[config.mk]
export PLATFORM = sky130hd
export DESIGN_NAME = fl32_engine
export DESIGN_NICKNAME = d
export VERILOG_FILES = /design/src/rtl/fl32_pkg.sv /design/src/rtl/fl32_modsum.sv /design/src/rtl/fl32_packer.sv /design/src/rtl/fl32_accum.sv /design/src/rtl/fl32_engine.sv
export SDC_FILE = /design/constraint.sdc
export NUM_CORES = 1
export LEC_CHECK = 0
export BUFFER_PORTS_ARGS = -buffer_cell sky130_fd_sc_hd__buf_2
export CORE_UTILIZATION = 49
export DETAILED_ROUTE_END_ITERATION = 7
export PLACE_DENSITY_LB_ADDON = 0.25
export SYNTH_ARGS = -nofsm -noshare
export SYNTH_HDL_FRONTEND = slang
export SYNTH_SLANG_ARGS = --single-unit
[constraint.sdc]
create_clock -name clk -period 18.5 [get_ports clk]
set_input_delay 3.7 -clock clk [delete_from_list [all_inputs] [get_ports clk]]
set_output_delay 3.7 -clock clk [all_outputs]
set_load 0.1 [all_outputs]
[src/rtl/fl32_pkg.sv]
package fl32_pkg;
  localparam int FL_WORD_W = 16;
  localparam int FL_SUM_W  = 2 * FL_WORD_W;
endpackage

[src/rtl/fl32_modsum.sv]
// Adds two values modulo (2^W - 1) by folding the end-around carry,
// then maps the all-ones code to zero so the output is a true residue.
module fl32_modsum #(
  parameter int W = 16
) (
  input  logic [W-1:0] a,
  input  logic [W-1:0] b,
  output logic [W-1:0] s
);
  logic [W:0] wide;
  logic [W:0] fold;

  always_comb begin
    wide = {1'b0, a} + {1'b0, b};
    fold = {1'b0, wide[W-1:0]} + {{W{1'b0}}, wide[W]};
    if (fold[W])
      s = {{(W-1){1'b0}}, 1'b1};
    else if (&fold[W-1:0])
      s = '0;
    else
      s = fold[W-1:0];
  end
endmodule

[src/rtl/fl32_packer.sv]
// Turns the input beats into words. In word mode each beat passes straight
// through. In byte mode octets are paired, earlier octet low, and an odd
// final octet is padded with a zero upper byte.
module fl32_packer #(
  parameter int W = 16
) (
  input  logic         clk,
  input  logic         rst_n,
  input  logic         clr,
  input  logic         byte_mode,
  input  logic         beat,
  input  logic [W-1:0] data,
  input  logic         last,
  output logic         word_vld,
  output logic [W-1:0] word,
  output logic         word_last
);
  localparam int H = W / 2;

  logic         hold_vld;
  logic [H-1:0] hold_byte;

  always_comb begin
    word_vld  = 1'b0;
    word      = data;
    word_last = last;
    if (!byte_mode) begin
      word_vld = beat;
    end else if (beat) begin
      if (hold_vld) begin
        word_vld = 1'b1;
        word     = {data[H-1:0], hold_byte};
      end else if (last) begin
        word_vld = 1'b1;
        word     = {{H{1'b0}}, data[H-1:0]};
      end
    end
  end

  always_ff @(posedge clk or negedge rst_n) begin
    if (!rst_n) begin
      hold_vld  <= 1'b0;
      hold_byte <= '0;
    end else if (clr) begin
      hold_vld  <= 1'b0;
      hold_byte <= '0;
    end else if (byte_mode && beat) begin
      if (hold_vld) begin
        hold_vld <= 1'b0;
      end else if (!last) begin
        hold_vld  <= 1'b1;
        hold_byte <= data[H-1:0];
      end
    end
  end
endmodule

[src/rtl/fl32_accum.sv]
// The two running sums. The next-state values are exported so the result
// can be captured in the same cycle as the last word.
module fl32_accum #(
  parameter int W = 16
) (
  input  logic         clk,
  input  logic         rst_n,
  input  logic         clr,
  input  logic         en,
  input  logic [W-1:0] d,
  output logic [W-1:0] a_next,
  output logic [W-1:0] b_next
);
  logic [W-1:0] sum_a;
  logic [W-1:0] sum_b;

  fl32_modsum #(.W(W)) u_add_a (.a(sum_a), .b(d),      .s(a_next));
  fl32_modsum #(.W(W)) u_add_b (.a(sum_b), .b(a_next), .s(b_next));

  always_ff @(posedge clk or negedge rst_n) begin
    if (!rst_n) begin
      sum_a <= '0;
      sum_b <= '0;
    end else if (clr) begin
      sum_a <= '0;
      sum_b <= '0;
    end else if (en) begin
      sum_a <= a_next;
      sum_b <= b_next;
    end
  end
endmodule

[src/rtl/fl32_engine.sv]
module fl32_engine #(
  parameter int WORD_W = fl32_pkg::FL_WORD_W
) (
  input  logic                clk,
  input  logic                rst_n,
  input  logic                start,
  input  logic                byte_mode,
  input  logic                in_valid,
  output logic                in_ready,
  input  logic [WORD_W-1:0]   in_data,
  input  logic                in_last,
  output logic                res_valid,
  output logic [2*WORD_W-1:0] res_sum
);
  localparam int RES_W = 2 * WORD_W;

  logic              beat;
  logic              word_vld;
  logic [WORD_W-1:0] word;
  logic              word_last;
  logic [WORD_W-1:0] a_next;
  logic [WORD_W-1:0] b_next;
  logic              done_q;
  logic [RES_W-1:0]  sum_q;

  assign in_ready = !done_q && !start;
  assign beat     = in_valid && in_ready;

  fl32_packer #(.W(WORD_W)) u_pack (
    .clk      (clk),
    .rst_n    (rst_n),
    .clr      (start),
    .byte_mode(byte_mode),
    .beat     (beat),
    .data     (in_data),
    .last     (in_last),
    .word_vld (word_vld),
    .word     (word),
    .word_last(word_last)
  );

  fl32_accum #(.W(WORD_W)) u_acc (
    .clk   (clk),
    .rst_n (rst_n),
    .clr   (start),
    .en    (word_vld),
    .d     (word),
    .a_next(a_next),
    .b_next(b_next)
  );

  always_ff @(posedge clk or negedge rst_n) begin
    if (!rst_n) begin
      done_q <= 1'b0;
      sum_q  <= '0;
    end else if (start) begin
      done_q <= 1'b0;
    end else if (word_vld && word_last) begin
      done_q <= 1'b1;
      sum_q  <= {b_next, a_next};
    end
  end

  assign res_valid = done_q;
  assign res_sum   = sum_q;
endmodule

==> impl_metrics.ini, run 1 <==
[setup_path]
critPathMaxStageDelay_ns = 0.94
crit_fanout = 30
cp_slowest_cell = nor3_4
arrival_ns = 15.90
cp_common_cell = ha_1
required_ns = 18.68
worstSetupPathType = input pin to register
setup.worst_path.end_class = register
startpoint_type = input pin

[global_routing]
grt_pass1_wl_um = 29930
grt_util_all_layers_pct = 28.77
antenna_found_initial = 0
grt_overflow = 0
grt_pass1_vias = 5703
grt_max_degree = 75

[routing]
drc = 0
drtAntennaViolNets = 0
first_pass_iters = 5
wirelength_um = 19480
vias = 6320
viasPerCell = 6.326
first_iter_violations = 516
wl_per_cell_um = 19.50

[logic_synthesis]
yosysWarnings = 0
synth_edf_count = 0
syn-num-nets = 848
postSynthAreaPerCell_um2 = 8.194
synth_top_flop_cell = dfrtp_1
synth_cell_types = 82
yosysSeqAreaShare_pct = 28.57
async_reset_ff_share_pct = 100.0
synthCells = 791
netlist_area_mm2 = 0.006481
synth.ff_latch_count = 74

[final_layout]
drive_above_1_share_pct = 14.27
fillCellCount = 1199
fin_nets = 880
syn_to_final_growth_pct = 11.10
antennaDiodeCount = 0

[sta]
period_share_pct = 84.98
worst_pin_slew_ns = 1.263
fin_crit_ns = 15.72
finalMaxSlewViolations = 0
rsz0062_at_grt = no
finClkSkew_ns = 0.005989
finalHoldViolCount = 0
whs_ns = 0.4788
tns_ns = 0
maxSlewHeadroom_pct = 15.51
setup_violations = 0
fmax_mhz = 63.61

[pwr]
power_leakage_uw = 0.003228
internal_power_uw = 617.3
ir_worst_vdd_mv = 0.1250
power.density_mw_per_mm2 = 196.9
clkPwrFrac_pct = 14.1
switching_power_uw = 800.6
comb_power_share_pct = 67.8
power_frac_seq_pct = 18.1
switching_share_pct = 56.46
fin_total_pwr_uw = 1418

[clocking]
clk_path_buf_depth = 2
ctsHoldBuffers = 0
clk_latency_ns = 0.34
post-cts-setup-buffers = 0
cts_tree = yes
cts_resized = 0
numCtsBuffers = 9
htree_levels = 3
cts_sinks = 74
clockRootBuffer = clkbuf_16
cts.clk_slew.worst_paths_ns = 0.06

[floorplanning]
core_mm2 = 0.01277
start_util_pct = 50.74
dieArea_mm2 = 0.01369
die_x_um = 117.0
ios = 56
die_h_um = 117.0
rows = 41

[run]
cap_violations = 0

[placed_design]
dp_hpwl_um = 14890
place_congestion = 0.9220
port-buffer-count = 55

[run_status]
status = finished, final reports clean

[worst_hold_path]
min_path_type = register to register
## area by class of cell
| cell class | instances | area, um^2 | area share (%) |
|---|---|---|---|
| Tap cell | 172 | 215.2 | 2.989 |
| Clock buffer | 10 | 229.0 | 3.180 |
| Multi-Input combinational cell | 657 | 4413 | 61.29 |
| Clock inverter | 5 | 103.9 | 1.442 |
| Sequential cell | 74 | 1852 | 25.72 |
| Timing Repair Buffer | 59 | 305.3 | 4.240 |
| Inverter | 22 | 82.58 | 1.147 |
## per-layer routing
layer	GRT usage, %	part of all wire (%)
met1	41.29	48
met5	0	0
met2	44.18	44
met4	8.439	1.7
met3	4.995	6.3
## layout by cell type (no fill, tap or decap), types with 9 or more instances in the layout
cell type and instances:
a32oi_1 26, ha_1 34, o21ai_1 27, dfrtp_1 74, xnor2_1 31, nand2_1 120, and2_1 15, or3_1 9
o21ai_0 57, mux2i_1 9, nand4_1 13, clkbuf_16 9, nor2_1 31, nand3_1 39, mux2_2 11, a21oi_1 38
a22o_1 9, nor3_1 17, xor2_1 19, inv_1 21, buf_2 55, and3_1 11
## stage by stage
stage	instance area [um^2]	utilization (%)	std cells	setup slack, ns
floorplan	6481	-	791	5.326
global placement	6868	53.77	984	2.923
detailed placement	6868	53.77	984	2.664
CTS	7201	56.37	999	3.009
global route	7201	56.37	999	2.057
finish	7201	56.37	999	2.778
## sequential cells by signal (all words and copies together) (netlist names)
name              flops
res_sum              32
u_acc.sum_a          16
res_valid             1
u_acc.sum_b          16
u_pack.hold_byte      8
u_pack.hold_vld       1
## synth_stat cells (all sizes together), types with 3 or more instances
master    n  area share, %
a21boi    4           0.52
nor4      7            1.2
mux2     11            1.9
a32oi    26            3.5
o211a     8            1.2
or3       9           0.87
and2     16            1.5
and3     11            1.1
xnor2    32            4.3
o21ai    86            6.8
nor3     19            1.7
maj3      3           0.46
buf       8           0.71
a211oi    7            1.1
or2       5           0.48
dfrtp    74             29
nor2     31            1.8
nand3    40            3.1
nand2   120            6.9
o31ai     7           0.81
clkbuf   30            1.7
xor2     20            2.8
a22o      9            1.2
ha       34            6.6
inv      21            1.2
nand2b    6           0.58
o211ai    9            1.1
a21o      6           0.69
mux2i     9            1.4
nand4    13            1.3
a31oi     7           0.77
a211o     3           0.41
a31o      4           0.54
a21oi    38            2.9
o21a      7           0.81
nor2b     4           0.39
or4       4           0.52
o41ai     4           0.77
## worst max-delay path, delay by kind of cell
kind,cells,cell delay [ns]
fa+ha+maj,9,2.60
xor+xnor,1,0.46
buf+inv,2,0.24
mux,2,0.64
simple gates,15,4.79
compound gates,14,3.47
## power groups by stage
stage | combinational (uW) | sequential, uW | clock (uW)
global route | 1020 | 262 | 209
floorplan | 535 | 456 | 0
CTS | 945 | 256 | 200
finish | 962 | 257 | 199
detailed placement | 940 | 258 | 0
global placement | 923 | 256 | 0
## final timing paths
check	start	endpoint	slack [ns]	cells past startpoint
worst max register to register	res_valid	u_acc.sum_b[9]	5.87	42
worst min-delay path	res_sum[14]	res_sum[14]	0.48	2
worst min register to register	res_sum[14]	res_sum[14]	0.48	2
min in group asynchronous	rst_n	u_pack.hold_byte[2]	3.57	2
worst max-delay path	start	u_acc.sum_b[9]	2.78	43
max in group asynchronous	rst_n	u_acc.sum_b[6]	14.30	2
## cell families (layout without fill, tap and decap cells)
kind of cell	Yosys count	count (layout)	share of synthesized area, %
simple gates	298	298	23.26
compound gates	249	249	26.66
flops	74	74	28.57
buf+inv	60	96	3.726
xor+xnor	52	52	7.143
fa+ha+maj	38	38	7.336
mux	20	20	3.301
Power figures use the tool's default switching activity.
==> run 2, diff against run 1 <==
- clock period: 18.5 -> 15.8 ns (I/O delays scaled with it)
==> impl_metrics.ini, run 2 (synthesized netlist as in run 1, its figures left out) <==
[placed_design]
place_congestion = 0.9369
dp.cells = 985
port-buffer-count = 55
dp_hpwl_um = 15120

[global_routing]
grt_overflow = 0
use_met1_pct = 42.58
grt_max_degree = 75
grt_use_met2_pct = 44.58
grt_util_all_layers_pct = 29.27
grt_pass1_vias = 5827
grt_pass1_wl_um = 30380
antenna_found_initial = 0
use_met3_pct = 4.377
grt.busiest_layer = met2

[worst_hold_path]
holdPathStages = 2
min_to = res_sum[10]
min_path_type = register to register
holdCritStartpoint = res_sum[10]

[pwr]
power_leakage_uw = 0.003225
power.density_mw_per_mm2 = 229.6
ir_worst_vdd_mv = 0.1363

[sta]
fmax_mhz = 67.19
period_share_pct = 94.19
setup_violations = 0
tns_ns = 0
finalHoldViolCount = 0
finClkSkew_ns = 0.009806
fin_crit_ns = 14.88
maxSlewHeadroom_pct = 15.30
rsz0062_at_grt = no
worst_pin_slew_ns = 1.266
finalMaxSlewViolations = 0

[setup_path]
required_ns = 15.96
arrival_ns = 15.04
cp_common_cell = ha_1
crit_fanout = 18
r2r_setup_slack_ns = 3.47
critPathMaxStageDelay_ns = 0.64
r2r_start = res_valid
path_delay_family = simple AND/OR/NAND/NOR gates
r2r_end = u_acc.sum_b[0]
critPathBufInv = 3
reg2regPathDepth = 43
cp_slowest_cell = or4_1
worstSetupPathType = input pin to register
startpoint_type = input pin
setup.worst_path.end_class = register

[floorplanning]
rows = 41
die_h_um = 117.0
die_x_um = 117.0
dieArea_mm2 = 0.01369
start_util_pct = 50.74
ios = 56
core_mm2 = 0.01277

[clocking]
cts_sinks = 74
htree_levels = 3
clk_latency_ns = 0.34
clockRootBuffer = clkbuf_16
cts.clk_slew.worst_paths_ns = 0.05
cts_tree = yes
numCtsBuffers = 9
clk_path_buf_depth = 2
ctsHoldBuffers = 0

[final_layout]
finalNonFillerCells = 999
antennaDiodeCount = 0
largest_reg_flops = 32
final_common_cell = nand2_1
drive_above_1_share_pct = 14.51
fin_nets = 881
final_cell_mix = 120 x nand2_1, 74 x dfrtp_1, 57 x o21ai_0, 55 x buf_2, 39 x nand3_1
syn_to_final_growth_pct = 11.20

[routing]
wirelength_um = 19480
vias = 6376
viasPerCell = 6.382
wl_per_cell_um = 19.50
drtAntennaViolNets = 0
first_pass_iters = 5
first_iter_violations = 589
drc = 0

[run_status]
status = finished, final reports clean

[run]
cap_violations = 0
[run 2: where the power goes]
group | internal, uW | switching, uW | total, uW | leakage [uW]
logic | 321 | 801 | 1120 | 0.00211
registers | 248 | 51.8 | 300 | 0.000963
clock network | 152 | 80.2 | 233 | 0.000154
[run 2: how the worst max path moves through the flow]
| stage | slack, ns | cells after the start | start | end |
|---|---|---|---|---|
| floorplan | 3.17 | 48 | in_valid | u_acc.sum_b[0] |
| global placement | 0.94 | 44 | start | u_acc.sum_b[0] |
| detailed placement | 0.71 | 44 | start | u_acc.sum_b[0] |
| CTS | 1.02 | 44 | start | u_acc.sum_b[0] |
| global route | 0.18 | 44 | start | u_acc.sum_b[0] |
| finish | 0.92 | 44 | start | u_acc.sum_b[0] |
[run 2: through the flow]
stage | utilization (%) | total power, uW | hold slack (ns) | setup slack, ns | area [um^2]
6_report | 56.42 | 1654 | 0.4853 | 0.9178 | 7207
5_1_grt | 56.42 | 1750 | 0.5015 | 0.1813 | 7207
4_1_cts | 56.41 | 1641 | 0.4866 | 1.019 | 7206
3_5_place_dp | 53.83 | 1401 | 0.4678 | 0.7090 | 6875
3_3_place_gp | 53.83 | 1381 | 0.4592 | 0.9392 | 6875
2_1_floorplan | - | 1159 | 0.4473 | 3.166 | 6481
[run 2: layer usage]
| metal | wire length, um | part of all wire (%) |
|---|---|---|
| met2 | 8373 | 43 |
| met1 | 9520 | 49 |
| met4 | 389 | 2.0 |
| met3 | 1197 | 6.1 |
| met5 | 0 | 0 |
[run 2: tightest hold or removal path: cells and delay by family (launching register included)]
family           cells  cell delay [ns]
AND/OR/NAND/NOR      1             0.05
flip-flops           1             0.34
AO/OA/AOI/OAI        1             0.06
[run 2: cell type report]
class | instances | area, um^2
Clock buffer | 9 | 225.2
Clock inverter | 5 | 105.1
Fill cell | 1209 | 5567
Inverter | 22 | 82.58
Multi-Input combinational cell | 657 | 4414
Sequential cell | 74 | 1852
Tap cell | 172 | 215.2
Timing Repair Buffer | 60 | 312.8
[run 2: repair_timing]
item                                   4_1_cts  5_1_grt
resized for setup                            0        1
setup endpoints to repair                    0        1
buffers inserted                             0        0
endpoints found under the hold margin        0        0
